## src/rtl/lnksts_pkg.sv

```systemverilog
// Package: shared codes for the link status word generator.
// Assumes: training state arrives as a 3-bit code; width codes are lane counts.
package lnksts_pkg;

    typedef enum logic [2:0] {
        ST_DETECT   = 3'd0,
        ST_POLLING  = 3'd1,
        ST_CONFIG   = 3'd2,
        ST_ACTIVE   = 3'd3,
        ST_RECOVERY = 3'd4,
        ST_LOWPWR   = 3'd5,
        ST_DISABLED = 3'd6,
        ST_HOTRST   = 3'd7
    } train_st_e;

    localparam logic [3:0] SPD_GEN1 = 4'd1;
    localparam logic [3:0] SPD_GEN2 = 4'd2;

    // True when the code is one of the defined width encodings.
    function automatic logic width_code_ok(input logic [5:0] code);
        return (code == 6'd1)  || (code == 6'd2)  || (code == 6'd4) ||
               (code == 6'd8)  || (code == 6'd12) || (code == 6'd16) ||
               (code == 6'd32);
    endfunction

    // True while the training state machine is configuring or recovering.
    function automatic logic st_is_training(input train_st_e st);
        return (st == ST_CONFIG) || (st == ST_RECOVERY);
    endfunction

    // True when the link has trained (active, recovery, low power).
    function automatic logic st_is_trained(input train_st_e st);
        return (st == ST_ACTIVE) || (st == ST_RECOVERY) || (st == ST_LOWPWR);
    endfunction

endpackage

```

## src/rtl/lnksts_width_sel.sv

```systemverilog
// Module: lnksts_width_sel
// Resolves the reported width field from the configured maximum width,
// the negotiated lane count and the training state.
// Assumes: PORT_LANES is the widest lane count the port can form.
module lnksts_width_sel
    import lnksts_pkg::*;
#(
    parameter int PORT_LANES = 4,
    parameter int WW         = 6
) (
    input  train_st_e         st,
    input  logic [WW-1:0]     cap_w,
    input  logic [WW-1:0]     neg_w,
    output logic [WW-1:0]     width_fld
);
    localparam int LANE_LIM = PORT_LANES;

    logic cap_supported;
    logic neg_legal;

    // Classify the configured and negotiated codes.
    always_comb begin
        cap_supported = width_code_ok(cap_w) && (int'(cap_w) <= LANE_LIM);
        neg_legal     = width_code_ok(neg_w);
    end

    // Choose echo of configuration, zero when untrained, else negotiated.
    always_comb begin
        if (!cap_supported)
            width_fld = cap_w;
        else if (!st_is_trained(st))
            width_fld = '0;
        else if (neg_legal)
            width_fld = neg_w;
        else
            width_fld = '0;
    end

endmodule

```

## src/rtl/lnksts_retrain_trk.sv

```systemverilog
// Module: lnksts_retrain_trk
// Tracks a pending retrain request and issues the retrain kick, at once on
// a downstream port or after DLY cycles on an upstream port.
// Assumes: up_role is static outside reset; req is a strobe; DLY >= 1.
module lnksts_retrain_trk #(
    parameter int DLY = 125000
) (
    input  logic clk,
    input  logic rst_n,
    input  logic req,
    input  logic up_role,
    input  logic in_training,
    output logic pending,
    output logic kick
);
    localparam int CW = $clog2(DLY + 1);
    localparam logic [CW-1:0] CNT_LOAD = CW'(DLY);
    localparam logic [CW-1:0] CNT_LAST = CW'(1);

    logic [CW-1:0] cnt_q;
    logic          busy;

    assign busy = (cnt_q != '0);

    // Delay counter: load on upstream request, count down to zero.
    always_ff @(posedge clk) begin
        if (!rst_n)
            cnt_q <= '0;
        else if (req && up_role)
            cnt_q <= CNT_LOAD;
        else if (busy)
            cnt_q <= cnt_q - CNT_LAST;
    end

    // Kick pulse: downstream follows request, upstream follows expiry.
    always_ff @(posedge clk) begin
        if (!rst_n)
            kick <= 1'b0;
        else
            kick <= (req && !up_role) || (!req && up_role && (cnt_q == CNT_LAST));
    end

    // Pending flag: set by request, released once training has begun.
    always_ff @(posedge clk) begin
        if (!rst_n)
            pending <= 1'b0;
        else if (req)
            pending <= 1'b1;
        else if (in_training && !busy)
            pending <= 1'b0;
    end

    // pending is held while training has not started.
    p_pend_hold_r6: assert property (@(posedge clk) disable iff (!rst_n)
        (pending && !in_training && !req) |=> pending);

    // upstream request never kicks on the next cycle.
    p_up_no_early_kick_r7: assert property (@(posedge clk) disable iff (!rst_n)
        (req && up_role) |=> !kick);

    // downstream request kicks on the next cycle.
    p_ds_kick_r7: assert property (@(posedge clk) disable iff (!rst_n)
        (req && !up_role) |=> kick);

    // kick is a single-cycle pulse for a single request.
    p_kick_single_r7: assert property (@(posedge clk) disable iff (!rst_n)
        (kick && !req) |=> !kick);

endmodule

```

## src/rtl/lnksts_clkcfg.sv

```systemverilog
// Module: lnksts_clkcfg
// Holds the common reference clock bit: loaded from the role's strap on
// reset, replaceable by a non-volatile configuration value.
// Assumes: up_role is static outside reset.
module lnksts_clkcfg (
    input  logic clk,
    input  logic rst_n,
    input  logic up_role,
    input  logic strap_us,
    input  logic strap_ds,
    input  logic nv_load,
    input  logic nv_val,
    output logic cclk_bit
);
    // Common clock bit: strap on reset, override on load strobe.
    always_ff @(posedge clk) begin
        if (!rst_n)
            cclk_bit <= up_role ? strap_us : strap_ds;
        else if (nv_load)
            cclk_bit <= nv_val;
    end

    // without an override the bit does not move.
    p_cclk_stable_r8: assert property (@(posedge clk) disable iff (!rst_n)
        !nv_load |=> $stable(cclk_bit));

    // an override lands on the following cycle.
    p_nv_load_r9: assert property (@(posedge clk) disable iff (!rst_n)
        nv_load |=> (cclk_bit == $past(nv_val)));

endmodule

```

## src/rtl/lnksts_reg.sv

```systemverilog
// Module: lnksts_reg (top)
// Assembles the 16-bit link status word for one port and drives the
// retrain kick toward the training state machine.
// Assumes: is_upstream changes only in reset; RETRAIN_DLY >= 1.
module lnksts_reg
    import lnksts_pkg::*;
#(
    parameter int PORT_LANES  = 4,
    parameter int RETRAIN_DLY = 125000
) (
    input  logic        clk,
    input  logic        rst_n,
    input  logic [2:0]  ltssm_state,
    input  logic        rate_gen2,
    input  logic [5:0]  neg_lanes,
    input  logic [5:0]  cap_max_width,
    input  logic        cap_dll_rep,
    input  logic        dll_active,
    input  logic        retrain_req,
    input  logic        is_upstream,
    input  logic        strap_cclk_us,
    input  logic        strap_cclk_ds,
    input  logic        nv_cclk_load,
    input  logic        nv_cclk_val,
    output logic        train_kick,
    output logic [15:0] link_status
);
    localparam int WW = 6;

    train_st_e      st;
    logic [WW-1:0]  width_fld;
    logic           in_train;
    logic           pend;
    logic           cclk_bit;
    logic [3:0]     spd_fld;

    assign st       = train_st_e'(ltssm_state);
    assign in_train = st_is_training(st);

    lnksts_width_sel #(
        .PORT_LANES (PORT_LANES),
        .WW         (WW)
    ) u_width (
        .st        (st),
        .cap_w     (cap_max_width),
        .neg_w     (neg_lanes),
        .width_fld (width_fld)
    );

    lnksts_retrain_trk #(
        .DLY (RETRAIN_DLY)
    ) u_retrain (
        .clk         (clk),
        .rst_n       (rst_n),
        .req         (retrain_req),
        .up_role     (is_upstream),
        .in_training (in_train),
        .pending     (pend),
        .kick        (train_kick)
    );

    lnksts_clkcfg u_cclk (
        .clk      (clk),
        .rst_n    (rst_n),
        .up_role  (is_upstream),
        .strap_us (strap_cclk_us),
        .strap_ds (strap_cclk_ds),
        .nv_load  (nv_cclk_load),
        .nv_val   (nv_cclk_val),
        .cclk_bit (cclk_bit)
    );

    // Speed field from the current rate.
    assign spd_fld = rate_gen2 ? SPD_GEN2 : SPD_GEN1;

    // Pack the status word; reserved and error bits read zero.
    always_comb begin
        link_status        = '0;
        link_status[3:0]   = spd_fld;
        link_status[9:4]   = width_fld;
        link_status[10]    = 1'b0;
        link_status[11]    = in_train || pend;
        link_status[12]    = cclk_bit;
        link_status[13]    = dll_active && cap_dll_rep;
    end

    // link-active bit gated by the reporting capability.
    p_dll_gate_r10: assert property (@(posedge clk) disable iff (!rst_n)
        !cap_dll_rep |-> !link_status[13]);

    // untrained link with supported configuration reports zero width.
    p_untrained_zero_r4: assert property (@(posedge clk) disable iff (!rst_n)
        (ltssm_state inside {3'd0, 3'd1} && width_code_ok(cap_max_width)
         && int'(cap_max_width) <= PORT_LANES) |-> (link_status[9:4] == '0));

    // a request shows training in progress on the next cycle.
    p_req_sets_flag_r6: assert property (@(posedge clk) disable iff (!rst_n)
        retrain_req |=> link_status[11]);

    // reserved bits stay zero.
    p_rsvd_zero_r11: assert property (@(posedge clk) disable iff (!rst_n)
        (link_status[15:14] == 2'b00) && !link_status[10]);

endmodule

```

## config.mk

```make
export PLATFORM = sky130hd
export DESIGN_NAME = lnksts_reg
export DESIGN_NICKNAME = d
export VERILOG_FILES = /design/src/rtl/lnksts_pkg.sv /design/src/rtl/lnksts_width_sel.sv /design/src/rtl/lnksts_retrain_trk.sv /design/src/rtl/lnksts_clkcfg.sv /design/src/rtl/lnksts_reg.sv
export SDC_FILE = /design/constraint.sdc
export NUM_CORES = 1
export LEC_CHECK = 0
export ABC_AREA = 0
export ABC_CLOCK_PERIOD_IN_PS = 2000
export BUFFER_PORTS_ARGS = -buffer_cell sky130_fd_sc_hd__buf_2
export CAP_MARGIN = 0
export CORE_MARGIN = 1
export CORE_UTILIZATION = 45
export DETAILED_ROUTE_END_ITERATION = 8
export GPL_TIMING_DRIVEN = 1
export PLACE_DENSITY = 0.72
export SLEW_MARGIN = 20
export SYNTH_ARGS = -nofsm -noshare
export SYNTH_HDL_FRONTEND = slang
export SYNTH_SLANG_ARGS = --single-unit
```

## constraint.sdc

```tcl
create_clock -name clk -period 2 [get_ports clk]
set_input_delay 0.4 -clock clk [delete_from_list [all_inputs] [get_ports clk]]
set_output_delay 0.4 -clock clk [all_outputs]
set_load 0.01 [all_outputs]
```

After elaboration in Yosys (flattened, before gate mapping)
Cells that the tools add are included.
{"block": "op_classes", "addsub": 1, "order_cmp": 1, "n_eq_ne": 20, "n_mux": 11, "bitwise": 1, "reduce_logical": 31}
{"operator": "17-bit two-way mux", "count": 2}
{"operator": "6-bit by 4-bit == test with 1-bit output, second input constant", "count": 4}
{"operator": "6-bit two-way mux", "count": 3}
{"operator": "17-bit by 1-bit == test with 1-bit output, second input constant", "count": 1}
{"operator": "1-bit logical OR", "count": 17}
{"operator": "17-bit nonzero test", "count": 1}
{"operator": "17-bit by 1-bit subtractor with 17-bit output, second input constant", "count": 1}
{"operator": "6-bit by 1-bit == test with 1-bit output, second input constant", "count": 2}
{"operator": "6-bit by 2-bit == test with 1-bit output, second input constant", "count": 2}
{"operator": "6-bit by 3-bit == test with 1-bit output, second input constant", "count": 2}
{"operator": "6-bit by 5-bit == test with 1-bit output, second input constant", "count": 2}
{"operator": "6-bit == test, second input constant", "count": 2}
{"operator": "1-bit logical AND", "count": 7}
{"operator": "3-bit by 2-bit == test with 1-bit output, second input constant", "count": 2}
{"operator": "3-bit == test, second input constant", "count": 2}
{"operator": "6-bit by 3-bit <= comparator with 1-bit output, second input constant", "count": 1}
{"operator": "1-bit two-way mux", "count": 5}
{"operator": "2-bit nonzero test", "count": 2}
{"operator": "1-bit logical NOT", "count": 3}
{"operator": "2-bit two-way mux", "count": 1}
{"operator": "2-bit by 1-bit inequality test with 1-bit output, second input constant", "count": 1}
{"operator": "2-bit OR reduction", "count": 1}
{"operator": "1-bit inverter", "count": 1}
{"block": "totals", "regBits": 20, "in_bits": 26, "output_inout_bits": 17, "elab_cells": 70}

Depth between registers and ports, before layout
{"block": "depth", "ltp_word": 10, "ltp_mapped": 7}

By module
A second synthesis with hierarchy kept.
{"block": "hier_totals", "hier_cells": 158, "area_unflattened_um2": 1340.0}
{"module": "lnksts_retrain_trk", "n_inst": 1, "cells_per_inst": 113, "area_per_inst_um2": 1011.0, "seq_area_each_um2": 380.4}
{"module": "lnksts_width_sel", "n_inst": 1, "cells_per_inst": 27, "area_per_inst_um2": 187.7, "seq_area_each_um2": 0.0}
{"module": "lnksts_reg", "n_inst": 1, "cells_per_inst": 13, "area_per_inst_um2": 86.3, "seq_area_each_um2": 0.0}
{"module": "lnksts_clkcfg", "n_inst": 1, "cells_per_inst": 5, "area_per_inst_um2": 55.1, "seq_area_each_um2": 30.0}

Least setup slack after synthesis
No wires, ideal clock.
{"block": "synth_path", "kind": "register to register", "from": "reg u_retrain.cnt_q[3]", "to": "reg u_retrain.cnt_q[15]", "setup_time_ps": 74, "t_arrival_ps": 1987, "required_time_ps": 1926, "setup_slack_ps": -61, "stages_incl_launch_ff": 7, "path_buffers": 2, "period_less_slack_ps": 2061, "path_cell_list": "dfxtp_1 > buf_6 > or4_4 > or3_1 > buf_2 > or4b_1 > a31oi_1"}
{"block": "synth_via", "elab_chain_cells": 3, "elab_cells_between_ends": 5, "classes_between": "1 x add/sub; 2 x mux; 2 x reduce/logical"}
{"item": "start: declaration", "line_no": "lnksts_retrain_trk.sv:20", "source": "logic [CW-1:0] cnt_q;"}
{"item": "start signal: assignment", "line_no": "lnksts_retrain_trk.sv:32", "source": "cnt_q <= cnt_q - CNT_LAST;"}
{"item": "17-bit by 1-bit subtractor with 17-bit output", "line_no": "lnksts_retrain_trk.sv:32"}
{"item": "17-bit two-way mux", "line_no": "lnksts_retrain_trk.sv:31", "source": "else if (busy)"}
{"item": "17-bit two-way mux", "line_no": "lnksts_retrain_trk.sv:29", "source": "else if (req && up_role)"}
Several ways; a longest one is shown, not always the timed one. The select of a mux whose other input is x is not followed.
A chain may end at the register's enable or synchronous reset.

Worst setup path in the final report
{"block": "layout_path", "from": "in neg_lanes[2]", "to": "out link_status[6]"}
{"block": "layout_via", "elab_chain_cells": 10, "elab_cells_between_ends": 16, "classes_between": "7 x eq/ne; 3 x mux; 6 x reduce/logical"}
{"item": "start: declaration", "line_no": "lnksts_reg.sv:15", "source": "input logic [5:0] neg_lanes,"}
{"item": "6-bit by 1-bit == test with 1-bit output or 6-bit by 2-bit == test with 1-bit output (tied branches)", "line_no": "lnksts_pkg.sv:21", "source": "return (code == 6'd1) || (code == 6'd2) || (code == 6'd4) ||"}
{"item": "1-bit logical OR (3 in series)", "line_no": "lnksts_pkg.sv:21"}
{"item": "1-bit logical OR (3 in series)", "line_no": "lnksts_pkg.sv:22", "source": "(code == 6'd8) || (code == 6'd12) || (code == 6'd16) ||"}
{"item": "6-bit two-way mux *", "line_no": "lnksts_width_sel.sv:33", "source": "else if (neg_legal)"}
{"item": "6-bit two-way mux *", "line_no": "lnksts_width_sel.sv:31", "source": "else if (!st_is_trained(st))"}
{"item": "6-bit two-way mux *", "line_no": "lnksts_width_sel.sv:29", "source": "if (!cap_supported)"}
{"item": "end: declaration", "line_no": "lnksts_reg.sv:26", "source": "output logic [15:0] link_status"}
Mark *: on every way between the ends. The rest lies on a longest branch, timed or not.

==> run metrics <==
Crit Path Category in2out; WP data arrival 1.59 ns; Post-DP HPWL 2411 um; Die Wd 55.83 um; sequential cell area 416.7 um^2; DR vias/cell 5.788; Most used DFF post-synth dfxtp_1; Worst setup SP type input pin; CTS tree built; period utilization 99.30%; Setup Viol. Count Final 0; Core Rows 19; non-filler cells in the finished layout 245; Compound-Gate Fraction of Synth Area 20.83%; ys async rst share 0%; CP Cell Sequence buf_2, nor4_4, nand3b_1, a311oi_1, buf_4, a22o_1, buf_2; Post-Synth XOR/XNOR Area 2.687%; status complete, no violations; Antenna Violating Nets Remaining 0; DR vias 1418; Worst-path clk slew 0.11 ns; utilization after layout 61.93%; WL final 3223 um; Port Buffers 37; first-pass GRT wire length 5409 um; initial cell density of the core 47.28%; largest family of logic cells by synthesized area simple AND/OR/NAND/NOR gates; # diodes 0; most common cell after layout, fill and taps aside buf_2; post-route cell area 0.001708 mm^2; number of I/O pins 43; initial antenna violation count 0; H-tree depth 1; Simple-Gate Fraction of Synth Area 30.61%; Synth Register Bits 20; DIE HEIGHT 55.83 um; CP top delay family buffers and inverters; min Tclk post-route 1.986 ns; core box area 0.002758 mm^2; # hold bufs at CTS 0; Layout Skew 0.008576 ns; Avg Inst Size Synth 8.200 um^2; setup tns final 0 ns; average routed wire per standard cell 13.16 um; final hold violations 0; area grow syn2layout 31.00%; CP peak stage delay 0.28 ns; synth warn 0; max cap viols 0; Worst path slowest cell a311oi_1; Post-Synth Adder-Cell Area 2.879%; placed cells 241; register area share after synthesis 31.48%; routability cong. 0.8072; critical path capture point type primary output; RSZ-0062 raised after global routing true; clock sinks 20; synth unique cells 44; CP dominant cell by count buf_2; most frequent cells in the layout buf_2 (36), buf_4 (22), dfxtp_1 (16); initial DRC count 42; vias in the first global route 1369; Worst Tran Pin Value 0.5072 ns; mapped cell area 0.001304 mm^2; layout cell share with drive strength beyond 1 35.51%; Layout fillers 242; total CTS buffers 3; CTS Buffer Depth 2; Hold/Removal Path Class in2reg; PD cells 973.3 mW/mm^2; nets@finish 244; Worst Path Required 1.60 ns; Max Fclk 0.5035 GHz; Max FO, Critical Path 4; Cells after Synth 159; Pins Over Slew Limit 0; Worst Hold Slack 0.3457 ns; VDD IR-drop max 0.6340 mV; largest net degree at the start of global routing 12; DRC viols 0; die area 0.003116 mm^2; root buf cell clkbuf_4; leak pwr 0.0007515 uW; number of synthesized flops with an enable pin 1; Tot GR Track Use 21.17%; drt first pass iters 4; multiplexer area fraction after synthesis 3.935%; gr ovfl total 0; CP bufs+invs 3; Rel. slew slack 65.88%; Worst-Skew Late Latency 0.31 ns; cell area after placement 0.001628 mm^2; area occupied by multi-input gates 854.6 um^2
[metal layers]
metal / wire (um) / vias up / GRT usage, %
met2: 1630 / 37 / 38.04
li1: - / 703 / -
met3: 126 / 7 / 3.721
met5: 0 / - / 0
met4: 64 / 0 / 10.45
met1: 1401 / 671 / 24.02
[repair_timing]
item	CTS	global route
setup endpoints to repair	9	14
setup buffers	0	0
gates resized for setup	8	7
pin swaps	4	3
[cell usage after synthesis, drive strengths merged, types with 2 or more instances]
| library cell | n | area [um^2] |
|---|---|---|
| dfxtp | 19 | 380.4 |
| nand2 | 12 | 45.04 |
| nor2 | 12 | 45.04 |
| buf | 9 | 68.81 |
| o31ai | 9 | 67.56 |
| or4 | 8 | 63.81 |
| or3 | 7 | 43.79 |
| nor4 | 6 | 37.54 |
| o21ai | 6 | 30.03 |
| a21oi | 5 | 25.02 |
| a31oi | 5 | 31.28 |
| inv | 4 | 15.01 |
| mux2i | 4 | 40.04 |
| nor3 | 4 | 20.02 |
| a21o | 3 | 22.52 |
| clkbuf | 3 | 11.26 |
| ha | 3 | 37.54 |
| nand2b | 3 | 18.77 |
| nand4 | 3 | 18.77 |
| nor2b | 3 | 18.77 |
| or2 | 3 | 18.77 |
| a211oi | 2 | 15.01 |
| a311oi | 2 | 17.52 |
| and2 | 2 | 12.51 |
| nand3b | 2 | 15.01 |
| nor4b | 2 | 17.52 |
| o21a | 2 | 15.01 |
| xnor2 | 2 | 17.52 |
| xor2 | 2 | 17.52 |
[stage by stage]
stage | setup slack [ns] | total power, uW
6_report | 0.01406 | 1662
5_1_grt | -0.07323 | 1778
4_1_cts | 0.001222 | 1624
3_5_place_dp | -0.1066 | 1375
3_3_place_gp | -0.02656 | 1345
2_1_floorplan | 0.002710 | 1104
[cells by family (layout without fill, tap and decap cells)]
| group | Yosys count | count (layout) |
|---|---|---|
| other cells | 1 | 5 |
| simple gates | 70 | 70 |
| compound gates | 40 | 40 |
| flops | 20 | 20 |
| mux | 5 | 5 |
| xor+xnor | 4 | 4 |
| fa+ha+maj | 3 | 3 |
| buf+inv | 16 | 67 |
[path summary, 6_finish.rpt]
path,from,end,slack [ns],cells past startpoint
max,neg_lanes[2],link_status[6],0.01,7
min reg2reg,u_retrain.cnt_q[1],u_retrain.cnt_q[1],0.53,2
max reg2reg,u_retrain.cnt_q[8],u_retrain.cnt_q[14],0.02,4
min,ltssm_state[0],u_retrain.pending,0.35,3
[worst register-to-register path: stages, from the launching register on]
cell and delay, ns:
dfxtp_2 0.34, or4_4 0.54, or3_4 0.37, or4_1 0.51
a31oi_1 0.18
[flip-flops by register name, indices dropped and copies added (netlist names)]
signal,flops
u_cclk.cclk_bit,1
u_retrain.cnt_q,17
u_retrain.kick,1
u_retrain.pending,1
[power by group]
group / internal, uW / switching [uW]
Clock: 78.0 / 126
Sequential: 495 / 84.2
Combinational: 442 / 437
Total: 1020 / 647
[cell type report]
class | count | share of cell area, %
clock buffer | 4 | 1.538
multi-input combinational | 127 | 50.04
timing repair buffer | 59 | 20.88
sequential | 20 | 24.40
tap | 31 | 2.271
inverter | 4 | 0.8791
Note: power is estimated with default switching activity, not from simulation.
